===== src/rtl/mdrx_pkg.sv =====
package mdrx_pkg;

   localparam int unsigned WORD_W = 9;

   typedef enum logic [1:0] {
      FMT_STD8  = 2'd0,
      FMT_PAR8  = 2'd1,
      FMT_ADDR9 = 2'd2,
      FMT_ALT8  = 2'd3
   } fmt_e;

   typedef enum logic {
      RX_WAIT = 1'b0,
      RX_BUSY = 1'b1
   } rxst_e;

   // payload bits between start and stop
   function automatic logic [3:0] payload_bits(fmt_e f);
      case (f)
         FMT_PAR8, FMT_ADDR9: payload_bits = 4'd9;
         default:             payload_bits = 4'd8;
      endcase
   endfunction

   function automatic logic [3:0] frame_bits(fmt_e f);
      frame_bits = payload_bits(f) + 4'd2;
   endfunction

   // position of the bit that carries the address marker
   function automatic logic [3:0] addr_pos(fmt_e f);
      addr_pos = (f == FMT_ADDR9) ? 4'd8 : 4'd7;
   endfunction

endpackage


===== src/rtl/mdrx_sync.sv =====
module mdrx_sync #(
   parameter int unsigned STAGES  = 2,
   parameter logic        RST_VAL = 1'b1
) (
   input  logic clk,
   input  logic rst_n,
   input  logic d,
   output logic q
);

   logic [STAGES-1:0] ff;

   always_ff @(posedge clk) begin
      if (!rst_n) ff <= {STAGES{RST_VAL}};
      else        ff <= {ff[STAGES-2:0], d};
   end

   assign q = ff[STAGES-1];

endmodule


===== src/rtl/mdrx_frame.sv =====
module mdrx_frame import mdrx_pkg::*; #(
   parameter int unsigned OVS   = 16,
   parameter bit          VOTE3 = 1'b1
) (
   input  logic              clk,
   input  logic              rst_n,
   input  logic              tick,
   input  logic              rx_s,
   input  logic              re,
   input  fmt_e              fmt,
   output logic              start_ok,
   output logic              done,
   output logic [WORD_W-1:0] word,
   output fmt_e              word_fmt
);

   localparam int unsigned CW = $clog2(OVS);
   localparam int unsigned MID = OVS / 2;
   localparam logic [CW-1:0] S_EARLY = CW'(MID - 1);
   localparam logic [CW-1:0] S_MID   = CW'(MID);
   localparam logic [CW-1:0] S_VOTE  = CW'(MID + 1);
   localparam logic [CW-1:0] S_LAST  = CW'(OVS - 1);

   rxst_e             st;
   logic [CW-1:0]     cnt;
   logic [3:0]        bitpos;
   logic [1:0]        hist;
   logic [WORD_W-1:0] shreg;
   logic [3:0]        stop_pos;
   logic              vote;

   assign stop_pos = payload_bits(word_fmt) + 4'd1;

   generate
      if (VOTE3) begin : g_vote3
         assign vote = (hist[1] & hist[0]) | (hist[1] & rx_s) | (hist[0] & rx_s);
      end else begin : g_vote1
         assign vote = hist[0];
      end
   endgenerate

   always_ff @(posedge clk) begin
      if (!rst_n) begin
         st       <= RX_WAIT;
         cnt      <= '0;
         bitpos   <= '0;
         hist     <= 2'b11;
         shreg    <= '0;
         word     <= '0;
         word_fmt <= FMT_STD8;
         done     <= 1'b0;
         start_ok <= 1'b0;
      end else begin
         done     <= 1'b0;
         start_ok <= 1'b0;
         if (tick) begin
            case (st)
               RX_WAIT: begin
                  if (re && !rx_s) begin
                     st       <= RX_BUSY;
                     cnt      <= '0;
                     bitpos   <= '0;
                     shreg    <= '0;
                     word_fmt <= fmt;
                  end
               end
               RX_BUSY: begin
                  cnt <= (cnt == S_LAST) ? '0 : cnt + 1'b1;
                  if (cnt == S_LAST) bitpos <= bitpos + 4'd1;
                  if (cnt == S_EARLY) hist[1] <= rx_s;
                  if (cnt == S_MID)   hist[0] <= rx_s;
                  if (cnt == S_VOTE) begin
                     if (bitpos == 4'd0) begin
                        if (vote) st <= RX_WAIT;
                        else      start_ok <= 1'b1;
                     end else if (bitpos == stop_pos) begin
                        st   <= RX_WAIT;
                        done <= 1'b1;
                        word <= shreg;
                     end else begin
                        shreg[bitpos - 4'd1] <= vote;
                     end
                  end
               end
               default: st <= RX_WAIT;
            endcase
         end
      end
   end

endmodule


===== src/rtl/mdrx_idle.sv =====
module mdrx_idle import mdrx_pkg::*; #(
   parameter int unsigned OVS = 16
) (
   input  logic clk,
   input  logic rst_n,
   input  logic tick,
   input  logic rx_s,
   input  fmt_e fmt,
   output logic idle_evt
);

   localparam int unsigned CNTW = $clog2(11 * OVS + 1);

   logic [CNTW-1:0] run;
   logic [CNTW-1:0] thr;

   assign thr = CNTW'(frame_bits(fmt)) * CNTW'(OVS);

   always_ff @(posedge clk) begin
      if (!rst_n) begin
         run      <= '0;
         idle_evt <= 1'b0;
      end else begin
         idle_evt <= 1'b0;
         if (tick) begin
            if (!rx_s) begin
               run <= '0;
            end else if (run < thr) begin
               run <= run + 1'b1;
               if (run == thr - CNTW'(1)) idle_evt <= 1'b1;
            end
         end
      end
   end

endmodule


===== src/rtl/mdrx_ctl.sv =====
module mdrx_ctl import mdrx_pkg::*; (
   input  logic              clk,
   input  logic              rst_n,
   input  logic              rwu_set,
   input  logic              rwu_clr,
   input  logic              wake_sel,
   input  logic              sync_mode,
   input  logic              rx_ie,
   input  logic              rd_strobe,
   input  logic              done,
   input  logic [WORD_W-1:0] word,
   input  fmt_e              word_fmt,
   input  logic              start_ok,
   input  logic              idle_evt,
   output logic [WORD_W-1:0] rx_data,
   output logic              rx_addr,
   output logic              rdrf,
   output logic              idle,
   output logic              rx_irq,
   output logic              rwu
);

   logic rwu_q, rdrf_q, idle_q, armed;
   logic asleep, addr_bit, addr_wake, idle_wake, xfer;

   assign asleep    = rwu_q & ~sync_mode;
   assign addr_bit  = word[addr_pos(word_fmt)];
   assign addr_wake = asleep & wake_sel & done & addr_bit;
   assign idle_wake = asleep & ~wake_sel & idle_evt;
   assign xfer      = done & (~asleep | addr_wake);

   always_ff @(posedge clk) begin
      if (!rst_n) begin
         rwu_q   <= 1'b0;
         rdrf_q  <= 1'b0;
         idle_q  <= 1'b0;
         armed   <= 1'b0;
         rx_data <= '0;
         rx_addr <= 1'b0;
      end else begin
         if (rwu_set)                              rwu_q <= 1'b1;
         else if (rwu_clr || addr_wake || idle_wake) rwu_q <= 1'b0;

         if (xfer)           rdrf_q <= 1'b1;
         else if (rd_strobe) rdrf_q <= 1'b0;

         if (xfer) begin
            rx_data <= word;
            rx_addr <= addr_bit;
         end

         if (done)          armed <= 1'b1;
         else if (idle_evt) armed <= 1'b0;

         if (start_ok)               idle_q <= 1'b0;
         else if (idle_evt && armed) idle_q <= 1'b1;
      end
   end

   assign rwu    = rwu_q;
   assign rdrf   = rdrf_q & ~asleep;
   assign rx_irq = rdrf & rx_ie;
   assign idle   = idle_q;

endmodule


===== src/rtl/mdrx_rx.sv =====
module mdrx_rx import mdrx_pkg::*; #(
   parameter int unsigned OVS         = 16,
   parameter int unsigned SYNC_STAGES = 2,
   parameter bit          VOTE3       = 1'b1
) (
   input  logic              clk,
   input  logic              rst_n,
   input  logic              tick,
   input  logic              rxd,
   input  logic              re,
   input  logic              rwu_set,
   input  logic              rwu_clr,
   input  logic              wake_sel,
   input  logic [1:0]        fmt,
   input  logic              sync_mode,
   input  logic              rx_ie,
   input  logic              rd_strobe,
   output logic [WORD_W-1:0] rx_data,
   output logic              rx_addr,
   output logic              rdrf,
   output logic              idle,
   output logic              rx_irq,
   output logic              rwu
);

   generate
      if (OVS < 4) begin : g_bad_ovs
         $error("mdrx_rx: OVS must be at least 4");
      end
      if (SYNC_STAGES < 2) begin : g_bad_sync
         $error("mdrx_rx: SYNC_STAGES must be at least 2");
      end
   endgenerate

   logic              rx_s;
   logic              frm_start;
   logic              frm_done;
   logic [WORD_W-1:0] frm_word;
   fmt_e              frm_fmt;
   logic              idle_evt;
   fmt_e              fmt_sel;

   assign fmt_sel = fmt_e'(fmt);

   mdrx_sync #(.STAGES(SYNC_STAGES), .RST_VAL(1'b1)) u_sync (
      .clk(clk), .rst_n(rst_n), .d(rxd), .q(rx_s)
   );

   mdrx_frame #(.OVS(OVS), .VOTE3(VOTE3)) u_frame (
      .clk(clk), .rst_n(rst_n), .tick(tick), .rx_s(rx_s), .re(re),
      .fmt(fmt_sel), .start_ok(frm_start), .done(frm_done),
      .word(frm_word), .word_fmt(frm_fmt)
   );

   mdrx_idle #(.OVS(OVS)) u_idle (
      .clk(clk), .rst_n(rst_n), .tick(tick), .rx_s(rx_s),
      .fmt(fmt_sel), .idle_evt(idle_evt)
   );

   mdrx_ctl u_ctl (
      .clk(clk), .rst_n(rst_n), .rwu_set(rwu_set), .rwu_clr(rwu_clr),
      .wake_sel(wake_sel), .sync_mode(sync_mode), .rx_ie(rx_ie),
      .rd_strobe(rd_strobe), .done(frm_done), .word(frm_word),
      .word_fmt(frm_fmt), .start_ok(frm_start), .idle_evt(idle_evt),
      .rx_data(rx_data), .rx_addr(rx_addr), .rdrf(rdrf), .idle(idle),
      .rx_irq(rx_irq), .rwu(rwu)
   );

endmodule


===== config.mk =====
export PLATFORM = sky130hd
export DESIGN_NAME = mdrx_rx
export DESIGN_NICKNAME = d
export VERILOG_FILES = /design/src/rtl/mdrx_pkg.sv /design/src/rtl/mdrx_sync.sv /design/src/rtl/mdrx_frame.sv /design/src/rtl/mdrx_idle.sv /design/src/rtl/mdrx_ctl.sv /design/src/rtl/mdrx_rx.sv
export SDC_FILE = /design/constraint.sdc
export NUM_CORES = 1
export LEC_CHECK = 0
export ABC_CLOCK_PERIOD_IN_PS = 2900
export CORE_MARGIN = 2
export CORE_UTILIZATION = 30
export CTS_CLUSTER_DIAMETER = 120
export CTS_CLUSTER_SIZE = 40
export DETAILED_ROUTE_END_ITERATION = 8
export PLACE_DENSITY = 0.5
export SYNTH_ARGS = -nofsm -noshare
export SYNTH_HDL_FRONTEND = slang
export SYNTH_SLANG_ARGS = --single-unit

===== constraint.sdc =====
create_clock -name clk -period 2.9 [get_ports clk]
set_clock_uncertainty 0.2 [all_clocks]
set_input_delay 0.435 -clock clk [delete_from_list [all_inputs] [get_ports clk]]
set_output_delay 0.435 -clock clk [all_outputs]
set_load 0.05 [all_outputs]

==> run_results.csv, run 1 <==
group,metric,value,unit
global_routing,grt.overflow.total,0,
timing,fmax,394,MHz
logic_synthesis,async_flop_share,0,%
min_path,whs_path_depth,1,
placement,placed_cells,432,
timing,finalSetupViolations,0,
cells_and_area,area.growth.synth_to_final,21.5,%
clock_network,clockRootBuffer,"clkbuf_8",
flow_run,max_cap_viol_count,0,
placement,hpwl,4.26,mm
min_path,min-delay-start,"u_frame.start_ok$_SDFF_PN0_",
routing,drt_iter0_markers,106,
logic_synthesis,ys_warn_count,0,
cells_and_area,fin_cells,447,
worst_setup_path,cpLargestDelayFamily,"compound AO/OA/AOI/OAI gates",
timing,fin_crit_sh,87.5,%
cells_and_area,nets,356,
clock_network,clock_sinks,58,
worst_setup_path,reg2reg_from,"u_frame.bitpos[0]$_SDFFE_PN0P_",
timing,final_max_slew_viol_count,0,
power_and_ir_drop,powerDensity,502,nW/um^2
floorplanning,fp-row-count,35,
timing,tightest_slew,670,ps
worst_setup_path,critPathBufInv,1,
logic_synthesis,yosysUniqueCellTypes,46,
logic_synthesis,syn_avg_cell_area,9.30,sq um
worst_setup_path,critPathMaxStageDelay,580,ps
placement,gp_congestion,0.797,
logic_synthesis,synthTopCellsByArea,"dfxtp_1 (41%), mux2i_1 (7.8%), nor2b_1 (6.4%)",
clock_network,insertion_delay,340,ps
timing,layout_min_cycle_time,2540,ps
power_and_ir_drop,peakVddDrop,0.000161,V
timing,relSlewSlack,55.2,%
timing,final-hold-violation-count,0,
outcome,status,"complete, no violations",
routing,post_drt_via_cell_ratio,4.95,
logic_synthesis,yosysSeqAreaShare,41.2,%
logic_synthesis,ys_ff_latch,58,
worst_setup_path,reg2reg_to,"u_frame.shreg[4]$_SDFFE_PN0P_",
worst_setup_path,crit_path_start_kind,"register",
timing,setup_ws,361,ps
global_routing,grt_max_degree,28,
routing,ant_nets,0,
cells_and_area,antenna_cells,0,
logic_synthesis,synth_edf_count,0,
power_and_ir_drop,p_leak,1.29,nW
worst_setup_path,critPathCaptureType,"register",
clock_network,hold_buffers,0,
min_path,hp-class,"register to register",
logic_synthesis,synth_top_area_share,41.2,%
worst_setup_path,cp_data_required_time,2920,ps
worst_setup_path,cp_cell_sequence,"inv_1, ha_1, or3b_2, nand3_1, a2111oi_2, a21oi_1, a21o_1",
cells_and_area,drive_gt1_share,8.63,%
routing,drc,0,
placement,post-place-ws,307,ps
worst_setup_path,critical_path_class,"register to register",
clock_network,cts_tree,"built",
floorplanning,fp.dieW,101,um
logic_synthesis,synthFlopType,"dfxtp_1",
clock_network,htree_levels,3,
floorplanning,core,9150,sq um
logic_synthesis,synthesis.area,2820,sq um
clock_network,cts_buffers,9,
routing,vias,2213,
global_routing,grt_pass1_vias,2122,
worst_setup_path,critical_path_arrival,2560,ps
logic_synthesis,syn_inst,303,
worst_setup_path,critPathMaxFanout,9,
clock_network,path_clk_slew,60,ps
routing,firstDrtPassIters,4,
timing,rsz0062_at_grt,"no",
logic_synthesis,yosys.area.top_type,"dfxtp_1",
clock_network,postCtsSetupBuffers,0,
clock_network,post_cts_resize_count,0,
timing,setup_tns,0,ps
global_routing,antenna_found_initial,0,
clock_network,clock_path_buffers,2,
worst_setup_path,reg2reg_slack,360,ps
global_routing,grt_pass1_wl,10.4,mm
logic_synthesis,syn_nets,327,
global_routing,grt_usage,13.0,%
worst_setup_path,r2r_cells,7,
routing,avgRoutedWirePerCell,13.5,um
cells_and_area,design_area,3420,sq um
min_path,whs_endpoint,"u_ctl.idle$_SDFFE_PP0P_",
cells_and_area,fin_util,37.4,%
placement,placed_cell_area,3200,sq um
worst_setup_path,slowest_stage,"a2111oi_2",
cells_and_area,fillCellCount,907,
placement,io_buffers,26,
floorplanning,die_area,10200,sq um
floorplanning,start_util,30.8,%
floorplanning,io-pin-count,27,
floorplanning,die_height,101,um
routing,routed_wl,6.04,mm
flip-flops by register name (all words and copies together), names as in the netlist:
register          count
u_ctl.rx_data         9
u_frame.shreg         9
u_frame.word          9
u_frame.bitpos        4
u_ctl.idle            1
u_sync.ff             2
u_frame.hist          2
u_frame.start_ok      1
u_frame.cnt           4
u_ctl.rx_addr         1
u_ctl.rdrf_q          1
u_idle.run            8
u_ctl.armed           1
u_frame.done          1
u_ctl.rwu             1
u_frame.st            1
u_idle.idle_evt       1
u_frame.word_fmt      2
per-stage QoR:
stage / hold WS, ps / power (W)
2_1_floorplan: 173 / 0.000866
3_3_place_gp: 178 / 0.000901
3_5_place_dp: 182 / 0.000902
4_1_cts: 193 / 0.00175
5_1_grt: 240 / 0.00179
6_report: 194 / 0.00172
cell type report:
| cell class | instances | area [sq um] | area share [%] |
|---|---|---|---|
| timing repair buffer | 33 | 308 | 9.00 |
| sequential | 58 | 1160 | 33.9 |
| clock inverter | 2 | 60.1 | 1.76 |
| clock buffer | 13 | 159 | 4.65 |
| inverter | 11 | 41.3 | 1.21 |
| multi-input combinational | 219 | 1550 | 45.4 |
| tap | 111 | 139 | 4.06 |
worst reg2reg max path, delay by kind of cell (launching register included):
| family | cells | cell delay [ps] |
|---|---|---|
| AOI/OAI and AO/OA | 3 | 890 |
| DFF | 1 | 500 |
| and+or+nand+nor | 2 | 390 |
| adders and majority gates | 1 | 300 |
| buffers and inverters | 1 | 160 |
worst max path at each step:
stage / cells past startpoint / start / endpoint / slack [ps]
floorplan: 7 / u_frame.bitpos[0]$_SDFFE_PN0P_ / u_frame.shreg[2]$_SDFFE_PN0P_ / 710
global placement: 7 / tick / u_frame.shreg[7]$_SDFFE_PN0P_ / 350
detailed placement: 7 / tick / u_frame.shreg[4]$_SDFFE_PN0P_ / 310
CTS: 7 / u_frame.bitpos[0]$_SDFFE_PN0P_ / u_frame.shreg[4]$_SDFFE_PN0P_ / 340
global route: 7 / u_frame.bitpos[0]$_SDFFE_PN0P_ / u_frame.shreg[4]$_SDFFE_PN0P_ / 150
finish: 7 / u_frame.bitpos[0]$_SDFFE_PN0P_ / u_frame.shreg[4]$_SDFFE_PN0P_ / 360
kinds of logic after synthesis:
family / count (synthesis) / share of synthesized area [%]
DFF: 58 / 41.2
xor gates and xnor gates: 9 / 2.80
buffers and inverters: 26 / 3.64
adders and majority gates: 12 / 5.24
AOI/OAI and AO/OA: 55 / 13.9
and+or+nand+nor: 120 / 25.0
muxes: 23 / 8.22
power by group:
part / internal (W) / switching [W] / total (W)
combinational: 0.0000384 / 0.0000382 / 0.0000766
sequential: 0.000802 / 0.00000519 / 0.000807
clock: 0.000527 / 0.000307 / 0.000834
total: 0.00137 / 0.000350 / 0.00172
metal layers:
| layer | share of wire [%] | track usage (%) | wire, um | up-vias |
|---|---|---|---|---|
| met5 | 0 | 0 | 0 | - |
| li1 | - | - | - | 1128 |
| met1 | 48 | 16.7 | 2910 | 1037 |
| met4 | 1.1 | 5.61 | 64 | 0 |
| met3 | 4.2 | 3.81 | 253 | 6 |
| met2 | 47 | 20.2 | 2810 | 42 |
cell usage after synthesis (6+ instances only):
cell type,n
nor2b_1,29
nor3_1,7
o21ai_0,6
inv_1,11
nand4_1,10
and2_1,7
o21a_1,8
nand2b_1,6
nand3_1,13
nor2_1,10
nand2_1,15
clkbuf_1,11
mux2i_1,22
a21oi_1,13
xor2_1,6
ha_1,11
dfxtp_1,58
cells in the final DEF, fill, tap and decap left out, types with 2 or more instances in the layout:
cell	n
a2111oi_2	2
a21boi_0	4
a21o_1	5
a21oi_1	13
a31oi_1	4
a32o_1	3
and2_1	7
and3_1	4
and3b_1	2
and4bb_2	2
buf_4	9
bufinv_16	2
clkbuf_1	2
clkbuf_8	11
clkdlybuf4s50_1	24
dfxtp_1	58
ha_1	11
inv_1	11
mux2i_1	22
nand2_1	15
nand2b_1	6
nand3_1	13
nand3b_1	2
nand4_1	10
nor2_1	10
nor2b_1	29
nor3_1	7
nor3b_1	5
o211ai_1	4
o21a_1	8
o21ai_0	6
o21ai_1	2
or3_1	2
xnor2_1	3
xor2_1	6
Note: power is estimated with default switching activity, not from simulation.
==> run 2, diff against run 1 <==
--- a/config.mk
+++ b/config.mk
@@ -11,7 +11,7 @@
 export CTS_CLUSTER_DIAMETER = 120
 export CTS_CLUSTER_SIZE = 40
 export DETAILED_ROUTE_END_ITERATION = 8
-export PLACE_DENSITY = 0.5
+export PLACE_DENSITY = 0.53
 export SYNTH_ARGS = -nofsm -noshare
 export SYNTH_HDL_FRONTEND = slang
 export SYNTH_SLANG_ARGS = --single-unit
==> run_results.csv, run 2 (same netlist as run 1, synthesis figures left out) <==
group,metric,value,unit
routing,routed_wl,5.77,mm
clock_network,clockRootBuffer,"clkbuf_8",
clock_network,post_cts_resize_count,0,
cells_and_area,largestRegisters,"u_ctl.rx_data: 9 flops, u_frame.shreg: 9 flops, u_frame.word: 9 flops",
worst_setup_path,critPathMaxStageDelay,500,ps
global_routing,grt_pass1_vias,1997,
floorplanning,die_area,10200,sq um
flow_run,max_cap_viol_count,0,
routing,wl_met2,2.61,mm
floorplanning,die_height,101,um
cells_and_area,layout_commonest_cell,"dfxtp_1",
clock_network,insertion_delay,330,ps
global_routing,grt_usage,11.9,%
routing,post_drt_via_cell_ratio,4.85,
worst_setup_path,critical_path_class,"register to register",
placement,gp_congestion,0.836,
worst_setup_path,cp_data_required_time,2920,ps
placement,hpwl,4.08,mm
global_routing,grt_max_degree,29,
placement,placed_cells,430,
timing,setup_ws,373,ps
clock_network,path_clk_slew,70,ps
cells_and_area,fillCellCount,939,
timing,finalSetupViolations,0,
timing,fin_crit_sh,87.1,%
timing,final-hold-violation-count,0,
power_and_ir_drop,peakVddDrop,0.000183,V
cells_and_area,antenna_cells,0,
clock_network,clock_path_buffers,2,
cells_and_area,drive_gt1_share,8.41,%
timing,setup_tns,0,ps
timing,relSlewSlack,45.5,%
cells_and_area,area.growth.synth_to_final,19.5,%
clock_network,htree_levels,3,
worst_setup_path,cp_cell_sequence,"inv_1, ha_1, or3b_2, nand3_1, a2111oi_2, nand2_1, a32o_1",
timing,layout_min_cycle_time,2530,ps
cells_and_area,layout_common_cells,"dfxtp_1 (58), nor2b_1 (29), clkdlybuf4s50_1 (24)",
cells_and_area,nets,354,
floorplanning,fp-row-count,35,
worst_setup_path,critPathCaptureType,"register",
worst_setup_path,crit_path_start_kind,"register",
power_and_ir_drop,p_leak,1.26,nW
clock_network,postCtsSetupBuffers,0,
floorplanning,start_util,30.8,%
placement,io_buffers,26,
outcome,status,"complete, no violations",
routing,avgRoutedWirePerCell,13.0,um
worst_setup_path,critical_path_arrival,2540,ps
routing,wl_met1,2.86,mm
clock_network,clock_sinks,58,
power_and_ir_drop,powerDensity,461,nW/um^2
floorplanning,io-pin-count,27,
routing,drt_iter0_markers,90,
worst_setup_path,slowest_stage,"dfxtp_1",
timing,tightest_slew,812,ps
routing,firstDrtPassIters,4,
routing,ant_nets,0,
timing,rsz0062_at_grt,"no",
routing,drc,0,
timing,hold_slack,188,ps
clock_network,cts_buffers,9,
min_path,hp-class,"register to register",
routing,route.met3.wl,185,um
placement,post-place-ws,287,ps
floorplanning,core,9150,sq um
clock_network,hold_buffers,0,
global_routing,grt.overflow.total,0,
cells_and_area,fin_cells,444,
worst_setup_path,critPathMaxFanout,9,
routing,vias,2154,
timing,final_max_slew_viol_count,0,
power_and_ir_drop,p_total,0.00155,W
routing,routed.top_layer,"met4",
global_routing,antenna_found_initial,0,
timing,fmax,396,MHz
floorplanning,fp.dieW,101,um
clock_network,cts_tree,"built",
global_routing,grt_pass1_wl,9.49,mm
[run 2: worst max-delay path, delay by kind of cell, from the launching register on]
kind / cells / cell delay, ps
and+or+nand+nor: 3 / 500
AOI/OAI and AO/OA: 2 / 760
adders and majority gates: 1 / 300
DFF: 1 / 500
buffers and inverters: 1 / 160
[run 2: final timing paths]
check	start	end	slack [ps]	depth (start not counted)
worst min-delay path	u_frame.start_ok$_SDFF_PN0_	u_ctl.idle$_SDFFE_PP0P_	190	1
worst max register to register	u_frame.bitpos[0]$_SDFFE_PN0P_	u_frame.shreg[1]$_SDFFE_PN0P_	370	7
worst max-delay path	u_frame.bitpos[0]$_SDFFE_PN0P_	u_frame.shreg[1]$_SDFFE_PN0P_	370	7
worst min register to register	u_frame.start_ok$_SDFF_PN0_	u_ctl.idle$_SDFFE_PP0P_	190	1
[run 2: routing by layer]
layer / track usage, % / up-vias
li1: - / 1121
met1: 15.5 / 996
met2: 18.1 / 29
met3: 3.61 / 8
met4: 5.30 / 0
met5: 0 / -
[run 2: layout make-up]
class	count	area [sq um]	area share (%)
inverter	11	41.3	1.23
clock inverter	2	12.5	0.372
tap	111	139	4.13
sequential	58	1160	34.5
timing repair buffer	31	293	8.70
clock buffer	12	165	4.91
multi-input combinational	219	1550	46.2
[run 2: power breakdown]
group	switching (W)	leakage [nW]	internal, W
logic	0.0000381	0.699	0.0000371
clock network	0.000301	0.0903	0.000369
registers	0.00000452	0.468	0.000802
[run 2: stage by stage]
step	util, %	cell area (sq um)
after floorplan	-	2820
after global placement	34.8	3190
after detailed placement	34.8	3190
after CTS	36.8	3360
after global routing	36.8	3360
final	36.8	3360
==> run 3, diff against run 2 <==
--- a/config.mk
+++ b/config.mk
@@ -6,12 +6,15 @@
 export NUM_CORES = 1
 export LEC_CHECK = 0
 export ABC_CLOCK_PERIOD_IN_PS = 2900
+export CORE_ASPECT_RATIO = 1.5
 export CORE_MARGIN = 2
 export CORE_UTILIZATION = 30
 export CTS_CLUSTER_DIAMETER = 120
 export CTS_CLUSTER_SIZE = 40
 export DETAILED_ROUTE_END_ITERATION = 8
+export GPL_TIMING_DRIVEN = 0
 export PLACE_DENSITY = 0.53
+export RECOVER_POWER = 50
 export SYNTH_ARGS = -nofsm -noshare
 export SYNTH_HDL_FRONTEND = slang
 export SYNTH_SLANG_ARGS = --single-unit
==> run_results.csv, run 3 (same netlist as run 1, synthesis figures left out) <==
group,metric,value,unit
worst_setup_path,critPathBufInv,2,
global_routing,antenna_found_initial,0,
worst_setup_path,critPathCaptureType,"primary output",
worst_setup_path,slowest_stage,"clkdlybuf4s50_1",
worst_setup_path,critical_path_class,"input pin to primary output",
timing,rsz0062_at_grt,"no",
global_routing,grt_max_degree,11,
worst_setup_path,worst_path_most_repeated_cell,"clkdlybuf4s50_1",
clock_network,cts_tree,"built",
worst_setup_path,critPathMaxStageDelay,790,ps
routing,post_drt_via_cell_ratio,4.90,
floorplanning,core,9200,sq um
global_routing,grt_pass1_wl,10.4,mm
routing,drt_iter0_markers,64,
global_routing,grt.overflow.total,0,
cells_and_area,layout_common_cells,"dfxtp_1 (58), nor2b_1 (29), mux2i_1 (22)",
routing,avgRoutedWirePerCell,13.4,um
clock_network,post_cts_resize_count,0,
clock_network,clockRootBuffer,"clkbuf_16",
routing,routed_wl,6.14,mm
global_routing,grt_usage,13.0,%
worst_setup_path,critical_path_arrival,1990,ps
routing,ant_nets,0,
placement,post-place-ws,75.7,ps
clock_network,clock_sinks,58,
clock_network,cts_buffers,9,
timing,setup_tns,0,ps
floorplanning,fp.dieW,83.1,um
min_path,hp-class,"register to register",
floorplanning,fp-row-count,43,
placement,hpwl,4.66,mm
timing,final-hold-violation-count,0,
floorplanning,io-pin-count,27,
cells_and_area,antenna_cells,0,
clock_network,path_clk_slew,50,ps
routing,firstDrtPassIters,4,
timing,finalSetupViolations,0,
outcome,status,"complete, no violations",
worst_setup_path,reg2reg_slack,390,ps
worst_setup_path,cp_cell_sequence,"clkdlybuf4s50_1, nand2b_1, and3_1, clkdlybuf4s50_1",
worst_setup_path,cp_data_required_time,2270,ps
worst_setup_path,cpLargestDelayFamily,"buffers and inverters",
placement,gp_congestion,0.819,
floorplanning,die_area,10200,sq um
clock_network,insertion_delay,330,ps
clock_network,htree_levels,3,
routing,drc,0,
timing,tightest_slew,817,ps
worst_setup_path,crit_path_start_kind,"input pin",
clock_network,clock_path_buffers,2,
clock_network,hold_buffers,0,
routing,vias,2238,
clock_network,postCtsSetupBuffers,0,
power_and_ir_drop,powerDensity,524,nW/um^2
timing,relSlewSlack,45.2,%
timing,layout_min_cycle_time,2620,ps
global_routing,grt_pass1_vias,2231,
timing,fin_crit_sh,90.5,%
cells_and_area,layout_commonest_cell,"dfxtp_1",
timing,setup_ws,276,ps
floorplanning,die_height,123,um
flow_run,max_cap_viol_count,0,
floorplanning,start_util,30.6,%
power_and_ir_drop,p_leak,1.34,nW
cells_and_area,drive_gt1_share,5.80,%
cells_and_area,area.growth.synth_to_final,23.6,%
worst_setup_path,critPathMaxFanout,3,
cells_and_area,largestRegisters,"u_ctl.rx_data: 9 flops, u_frame.shreg: 9 flops, u_frame.word: 9 flops",
power_and_ir_drop,peakVddDrop,0.000365,V
timing,fmax,381,MHz
cells_and_area,nets,364,
placement,io_buffers,26,
timing,final_max_slew_viol_count,0,
[run 3: cell type report]
class | count | area (sq um)
timing repair buffer | 26 | 260
tap | 112 | 140
multi-input combinational | 219 | 1550
fill | 943 | 5720
sequential | 58 | 1160
clock inverter | 3 | 15.0
clock buffer | 13 | 250
buffer | 15 | 60.1
inverter | 11 | 41.3
[run 3: final timing paths]
path                                                      from                            end  cells after the start
worst min register to register     u_frame.start_ok$_SDFF_PN0_        u_ctl.idle$_SDFFE_PP0P_                      1
worst max register to register  u_frame.bitpos[0]$_SDFFE_PN0P_  u_frame.shreg[5]$_SDFFE_PN0P_                      7
worst min-delay path               u_frame.start_ok$_SDFF_PN0_        u_ctl.idle$_SDFFE_PP0P_                      1
worst max-delay path                                 sync_mode                         rx_irq                      4
[run 3: where the power goes]
part	switching, W	internal (W)
Sequential	0.00000316	0.000804
Clock	0.000343	0.000595
Combinational	0.0000436	0.0000360
[run 3: routing by layer]
metal / vias to the layer above / share of wire, % / GRT usage, %
met5: - / 0 / 0
met4: 0 / 2.5 / 6.76
met3: 9 / 2.8 / 3.09
met2: 31 / 52 / 24.1
met1: 1049 / 42 / 13.5
li1: 1149 / - / -
[run 3: stage by stage]
stage / instance area (sq um) / power, W / hold slack, ps / cells / utilization, %
6_report: 3480 / 0.00183 / 193 / 457 / 37.8
5_1_grt: 3480 / 0.00189 / 204 / 457 / 37.8
4_1_cts: 3480 / 0.00186 / 196 / 457 / 37.8
3_5_place_dp: 3220 / 0.000905 / 185 / 441 / 35.0
3_3_place_gp: 3220 / 0.000904 / 179 / 441 / 35.0
2_1_floorplan: 2820 / 0.000866 / 173 / 303 / -
